--- config.mk ---
export PLATFORM = sky130hd
export DESIGN_NAME = pulse_cnt_top
export DESIGN_NICKNAME = d
export VERILOG_FILES = /design/src/rtl/pc_pkg.sv /design/src/rtl/pc_sync.sv /design/src/rtl/pc_step_dec.sv /design/src/rtl/pc_counter.sv /design/src/rtl/pulse_cnt_top.sv
export SDC_FILE = /design/constraint.sdc
export NUM_CORES = 1
export LEC_CHECK = 0
export CAP_MARGIN = 20
export CORE_ASPECT_RATIO = 1.5
export CORE_MARGIN = 2
export CORE_UTILIZATION = 59
export DETAILED_ROUTE_END_ITERATION = 10
export PLACE_DENSITY = 0.86
export SYNTH_ARGS = -nofsm -noshare
export SYNTH_HDL_FRONTEND = slang
export SYNTH_SLANG_ARGS = --single-unit
--- constraint.sdc ---
create_clock -name clk -period 5.8 [get_ports clk]
set_input_delay 1.16 -clock clk [delete_from_list [all_inputs] [get_ports clk]]
set_output_delay 1.16 -clock clk [all_outputs]
set_load 0.05 [all_outputs]
--- src/rtl/pc_pkg.sv ---
package pc_pkg;
  typedef enum logic [1:0] {
    MODE_UD_X1 = 2'd0,
    MODE_UD_X2 = 2'd1,
    MODE_PD_X1 = 2'd2,
    MODE_PD_X2 = 2'd3
  } pc_mode_e;

  localparam int INV_A    = 0;
  localparam int INV_B    = 1;
  localparam int INV_MASK = 2;
  localparam int INV_CLR  = 3;
  localparam int N_PINS   = 4;
endpackage

--- src/rtl/pc_sync.sv ---
module pc_sync #(
  parameter int W      = 4,
  parameter int STAGES = 2
) (
  input  logic         clk,
  input  logic         rst,
  input  logic [W-1:0] d,
  output logic [W-1:0] q
);
  logic [W-1:0] stg [STAGES];

  generate
    for (genvar s = 0; s < STAGES; s++) begin : g_stage
      if (s == 0) begin : g_first
        always_ff @(posedge clk) begin
          if (rst) stg[0] <= '0;
          else     stg[0] <= d;
        end
      end else begin : g_next
        always_ff @(posedge clk) begin
          if (rst) stg[s] <= '0;
          else     stg[s] <= stg[s-1];
        end
      end
    end
  endgenerate

  assign q = stg[STAGES-1];
endmodule

--- src/rtl/pc_step_dec.sv ---
module pc_step_dec
  import pc_pkg::*;
(
  input  logic     clk,
  input  logic     rst,
  input  logic     a_s,
  input  logic     b_s,
  input  pc_mode_e mode,
  input  logic     dir_sw_sel,
  input  logic     sw_dir,
  output logic     step_up,
  output logic     step_dn
);
  logic a_prev, b_prev;
  logic a_rise, a_fall, b_rise, b_fall, dir, pulse;

  always_ff @(posedge clk) begin
    if (rst) begin
      a_prev <= 1'b0;
      b_prev <= 1'b0;
    end else begin
      a_prev <= a_s;
      b_prev <= b_s;
    end
  end

  assign a_rise = a_s & ~a_prev;
  assign a_fall = ~a_s & a_prev;
  assign b_rise = b_s & ~b_prev;
  assign b_fall = ~b_s & b_prev;
  assign dir    = dir_sw_sel ? sw_dir : b_s;

  always_comb begin
    pulse   = 1'b0;
    step_up = 1'b0;
    step_dn = 1'b0;
    unique case (mode)
      MODE_UD_X1: begin
        step_up = a_rise;
        step_dn = b_rise;
      end
      MODE_UD_X2: begin
        step_up = a_rise | a_fall;
        step_dn = b_rise | b_fall;
      end
      MODE_PD_X1: begin
        pulse   = a_rise;
        step_up = pulse & ~dir;
        step_dn = pulse & dir;
      end
      default: begin
        pulse   = a_rise | a_fall;
        step_up = pulse & ~dir;
        step_dn = pulse & dir;
      end
    endcase
  end
endmodule

--- src/rtl/pc_counter.sv ---
module pc_counter #(
  parameter int CNT_W = 32
) (
  input  logic             clk,
  input  logic             rst,
  input  logic             clr,
  input  logic             mask,
  input  logic             step_up,
  input  logic             step_dn,
  input  logic             wr_cv,
  input  logic             wr_pv,
  input  logic [CNT_W-1:0] wr_data,
  input  logic             snap,
  input  logic             irq_en,
  output logic [CNT_W-1:0] cnt_q,
  output logic [CNT_W-1:0] pv_q,
  output logic [CNT_W-1:0] rd_cv,
  output logic             irq
);
  localparam logic [CNT_W-1:0] ONE = CNT_W'(1);

  logic eq, eq_prev;

  assign eq = (cnt_q == pv_q);

  always_ff @(posedge clk) begin
    if (rst) begin
      cnt_q   <= '0;
      pv_q    <= '0;
      rd_cv   <= '0;
      eq_prev <= 1'b1;
      irq     <= 1'b0;
    end else begin
      if (clr)
        cnt_q <= '0;
      else if (wr_cv)
        cnt_q <= wr_data;
      else if (!mask && (step_up ^ step_dn))
        cnt_q <= step_up ? cnt_q + ONE : cnt_q - ONE;
      if (wr_pv) pv_q  <= wr_data;
      if (snap)  rd_cv <= cnt_q;
      eq_prev <= eq;
      irq     <= irq_en & eq & ~eq_prev;
    end
  end
endmodule

--- src/rtl/pulse_cnt_top.sv ---
module pulse_cnt_top
  import pc_pkg::*;
#(
  parameter int CNT_W       = 32,
  parameter int SYNC_STAGES = 2
) (
  input  logic             clk,
  input  logic             rst,
  input  logic             in_a,
  input  logic             in_b,
  input  logic             hw_mask,
  input  logic             hw_clr,
  input  logic [1:0]       cfg_mode,
  input  logic [3:0]       cfg_inv,
  input  logic             cfg_dir_sw,
  input  logic             sw_dir,
  input  logic             sw_mask,
  input  logic             sw_clr,
  input  logic             irq_en,
  input  logic             wr_cv,
  input  logic             wr_pv,
  input  logic [CNT_W-1:0] wr_data,
  input  logic             snap,
  output logic [CNT_W-1:0] rd_cv,
  output logic             irq
);
  logic [N_PINS-1:0] raw_pins, pol_pins, sync_pins;
  logic              eff_mask, eff_clr, step_up, step_dn;
  logic [CNT_W-1:0]  cnt_q, pv_q;

  assign raw_pins[INV_A]    = in_a;
  assign raw_pins[INV_B]    = in_b;
  assign raw_pins[INV_MASK] = hw_mask;
  assign raw_pins[INV_CLR]  = hw_clr;
  assign pol_pins           = raw_pins ^ cfg_inv;

  pc_sync #(.W(N_PINS), .STAGES(SYNC_STAGES)) u_sync (
    .clk (clk),
    .rst (rst),
    .d   (pol_pins),
    .q   (sync_pins)
  );

  assign eff_mask = sync_pins[INV_MASK] | sw_mask;
  assign eff_clr  = sync_pins[INV_CLR]  | sw_clr;

  pc_step_dec u_dec (
    .clk        (clk),
    .rst        (rst),
    .a_s        (sync_pins[INV_A]),
    .b_s        (sync_pins[INV_B]),
    .mode       (pc_mode_e'(cfg_mode)),
    .dir_sw_sel (cfg_dir_sw),
    .sw_dir     (sw_dir),
    .step_up    (step_up),
    .step_dn    (step_dn)
  );

  pc_counter #(.CNT_W(CNT_W)) u_cnt (
    .clk     (clk),
    .rst     (rst),
    .clr     (eff_clr),
    .mask    (eff_mask),
    .step_up (step_up),
    .step_dn (step_dn),
    .wr_cv   (wr_cv),
    .wr_pv   (wr_pv),
    .wr_data (wr_data),
    .snap    (snap),
    .irq_en  (irq_en),
    .cnt_q   (cnt_q),
    .pv_q    (pv_q),
    .rd_cv   (rd_cv),
    .irq     (irq)
  );
endmodule

==> impl_summary.log <==
[metrics] outcome: completed
[metrics] endpoint of the lowest-slack register-to-register path: u_cnt.cnt_q[28]
[metrics] via count of the first global-routing pass: 5225
[metrics] Tightest Hold Check Type: register to register
[metrics] placed cell count: 815
[metrics] largest net degree at the start of global routing: 45
[metrics] worst-margin pin slew: 1110 ps
[metrics] number of routed nets with antenna violations: 0
[metrics] root buffer cell: clkbuf_16
[metrics] depth of the most critical reg-to-reg path: 12
[metrics] post-synthesis net count: 728
[metrics] overall fraction of global-route tracks in use: 0.308
[metrics] critical path type: input port to register
[metrics] reg-to-reg startpoint: u_dec.a_prev
[metrics] row count: 44
[metrics] reported max-cap violation count: 0
[metrics] placement-stage worst setup slack: 1580 ps
[metrics] Layout Cells excl Fill: 831
[metrics] critical path data required time: 6030 ps
[metrics] final count of pins violating max slew: 0
[metrics] source of the critical timing path: cfg_dir_sw
[metrics] number of buffers inserted during clock tree synthesis: 9
[metrics] total vias in the final route: 5326
[metrics] wire length of the first global-routing pass: 26.0 mm
[metrics] predominant post-synthesis flop cell: dfxtp_1
[metrics] Fmax achieved: 0.258 GHz
[metrics] number of antenna repair diodes: 0
[metrics] chip height: 125 um
[metrics] Final setup violation count: 0
[metrics] clk_lat worst skew: 350 ps
[metrics] Critical Path Start Type: input port
[metrics] Final Worst Setup Slack: 1920 ps
[metrics] synthesis warning total: 0
[metrics] cell with the most instances after synthesis: dfxtp_1
[metrics] RePlAce Congestion: 0.951
[metrics] combined area of all synthesized cells: 5760 um2
[metrics] H-tree depth: 3
[metrics] area share of the largest cell type after synthesis: 0.375
[metrics] destination of the critical timing path: u_cnt.cnt_q[28]
[metrics] final number of hold-violating endpoints: 0
[metrics] EDFF count, synth: 0
[metrics] total setup buffers inserted after CTS: 0
[metrics] Gate Count Post-Synth: 673
[metrics] Post-Route WL: 16.6 mm
[metrics] DRC violations left: 0
[metrics] # port buffers: 84
[metrics] async set-or-reset flop fraction in the synthesized netlist: 0
[metrics] area overhead of the layout relative to synthesis: 17.7%
[metrics] signal arrival time at the worst endpoint: 4110 ps
[metrics] DRC violation total after the first TritonRoute iteration: 391
[metrics] CTS Hold Buffers Added: 0
[metrics] die area: 10600 um2
[metrics] Period Utilization, post-route: 0.669
[metrics] sequential fraction of the synthesis area: 0.375
[metrics] peak supply drop: 0.202 mV
[metrics] total congestion overflow: 0
[metrics] detail-routed via count per cell: 6.41
[metrics] die width: 84.7 um
[metrics] number of gates resized after CTS: 0
[metrics] worst-case register-to-register setup slack: 2690 ps
[metrics] Post-Route Setup TNS: 0 ps
[metrics] HPWL after detailed placement: 12.1 mm
[metrics] shortest period the worst path allows: 3880 ps
[metrics] clock tree sinks: 108
[metrics] setup repair after global routing missed its margin: false
[metrics] cell accounting for the most synthesized area: dfxtp_1
[metrics] Bufs on Longest Clock Path: 2
[metrics] commonest cells in the synthesized netlist: dfxtp_1, nor2_1, mux2i_1
[metrics] layout cells sized above 1: 0.0517
[metrics] routed wire length per instance: 20.0 um
[metrics] worst hold slack across all endpoints: 446 ps
[metrics] post-synthesis register bit count: 108
[metrics] total power divided by cell area: 267 nW/um2
[metrics] antenna violations before repair: 0
[metrics] Worst setup EP type: register
[metrics] average instance area after synthesis: 8.56 um2
[metrics] top fanout value on the critical path: 8
[metrics] Initial Util: 0.601
[metrics] Synth cell types: 55
[metrics] worst relative slew slack: 0.251
[metrics] leak pwr: 0.00275 uW
[metrics] Top Ports: 85
[metrics] Final #Nets: 766
[metrics] Pre-Repair DR Iteration Count: 5
[metrics] TritonCTS clock tree: yes
[metrics] clock-pin transition on the worst setup and hold timing paths: 70 ps
[metrics] Core Footprint: 9580 um2
[metrics] Fin Clk Skew: 10.5 ps
[metrics] top cells by area in the synthesized netlist: dfxtp_1, mux2i_1, nor2_1
## flip-flops by register name, summed over array words and instances (netlist names)
signal / count
u_cnt.rd_cv: 32
u_dec.a_prev: 1
u_dec.b_prev: 1
u_cnt.cnt_q: 32
u_cnt.pv_q: 32
u_cnt.irq: 1
u_cnt.eq_prev: 1
u_sync.stg: 8
## kinds of logic (layout without fill, tap and decap cells)
kind of cell | count (synthesis) | after routing | synth area share
AO/OA/AOI/OAI | 90 | 90 | 0.101
XOR/XNOR | 63 | 63 | 0.0958
adder cells (fa/ha/maj) | 3 | 3 | 0.00652
buffers and inverters | 71 | 114 | 0.0593
flip-flops | 108 | 108 | 0.375
multiplexers | 74 | 74 | 0.129
AND/OR/NAND/NOR | 264 | 264 | 0.232
## cell usage in the layout (no fill, tap or decap), types with 24 or more instances in the layout
master and instances:
xnor2_1 24, clkdlybuf4s50_1 81, mux2i_1 71, xor2_1 39
dfxtp_1 108, nor4_1 25, nor2_1 100, a21oi_1 36
nand2_1 29, nand4_1 30
## worst min path at each step
stage,start,endpoint,slack [ps],depth (start not counted)
2_1_floorplan,u_sync.stg[0][0],u_sync.stg[1][0],410,1
3_3_place_gp,u_sync.stg[0][0],u_sync.stg[1][0],420,1
3_5_place_dp,u_sync.stg[0][3],u_sync.stg[1][3],430,1
4_1_cts,u_sync.stg[0][3],u_sync.stg[1][3],450,1
5_1_grt,u_sync.stg[0][1],u_sync.stg[1][1],460,1
6_report,u_sync.stg[0][3],u_sync.stg[1][3],450,1
## report_power, final
group	internal [uW]	switching, uW
registers	773	46.4
logic	142	184
clock network	383	284
## layout make-up
type,count,area [um2]
Multi-Input combinational cell,494,3260
Fill cell,761,2800
Sequential cell,108,2160
Timing Repair Buffer,89,863
Clock buffer,10,229
Tap cell,115,144
Clock inverter,6,93.8
Inverter,9,33.8
## stage by stage
step / total power [uW] / util / instance area, um2
3_5_place_dp: 1150 / 0.674 / 6460
6_report: 1810 / 0.708 / 6780
3_3_place_gp: 1140 / 0.674 / 6460
2_1_floorplan: 1050 / - / 5760
5_1_grt: 1870 / 0.708 / 6780
4_1_cts: 1810 / 0.708 / 6780
## routing by layer
metal / share of wire / track usage / vias up
met5: 0 / 0 / -
met4: 0.067 / 0.218 / 0
met3: 0.063 / 0.0541 / 85
met2: 0.50 / 0.526 / 270
met1: 0.37 / 0.341 / 2512
li1: - / - / 2459
## critical path: stages
cell and delay (ps):
clkdlybuf4s50_1 460, mux2_2 350, a22oi_2 210, xnor2_1 170, ha_1 300, nand4_1 210
o31ai_1 480, a21boi_0 280, mux2i_1 240, xor2_1 160, a21oi_1 80
Note: power is estimated with default switching activity, not from simulation.
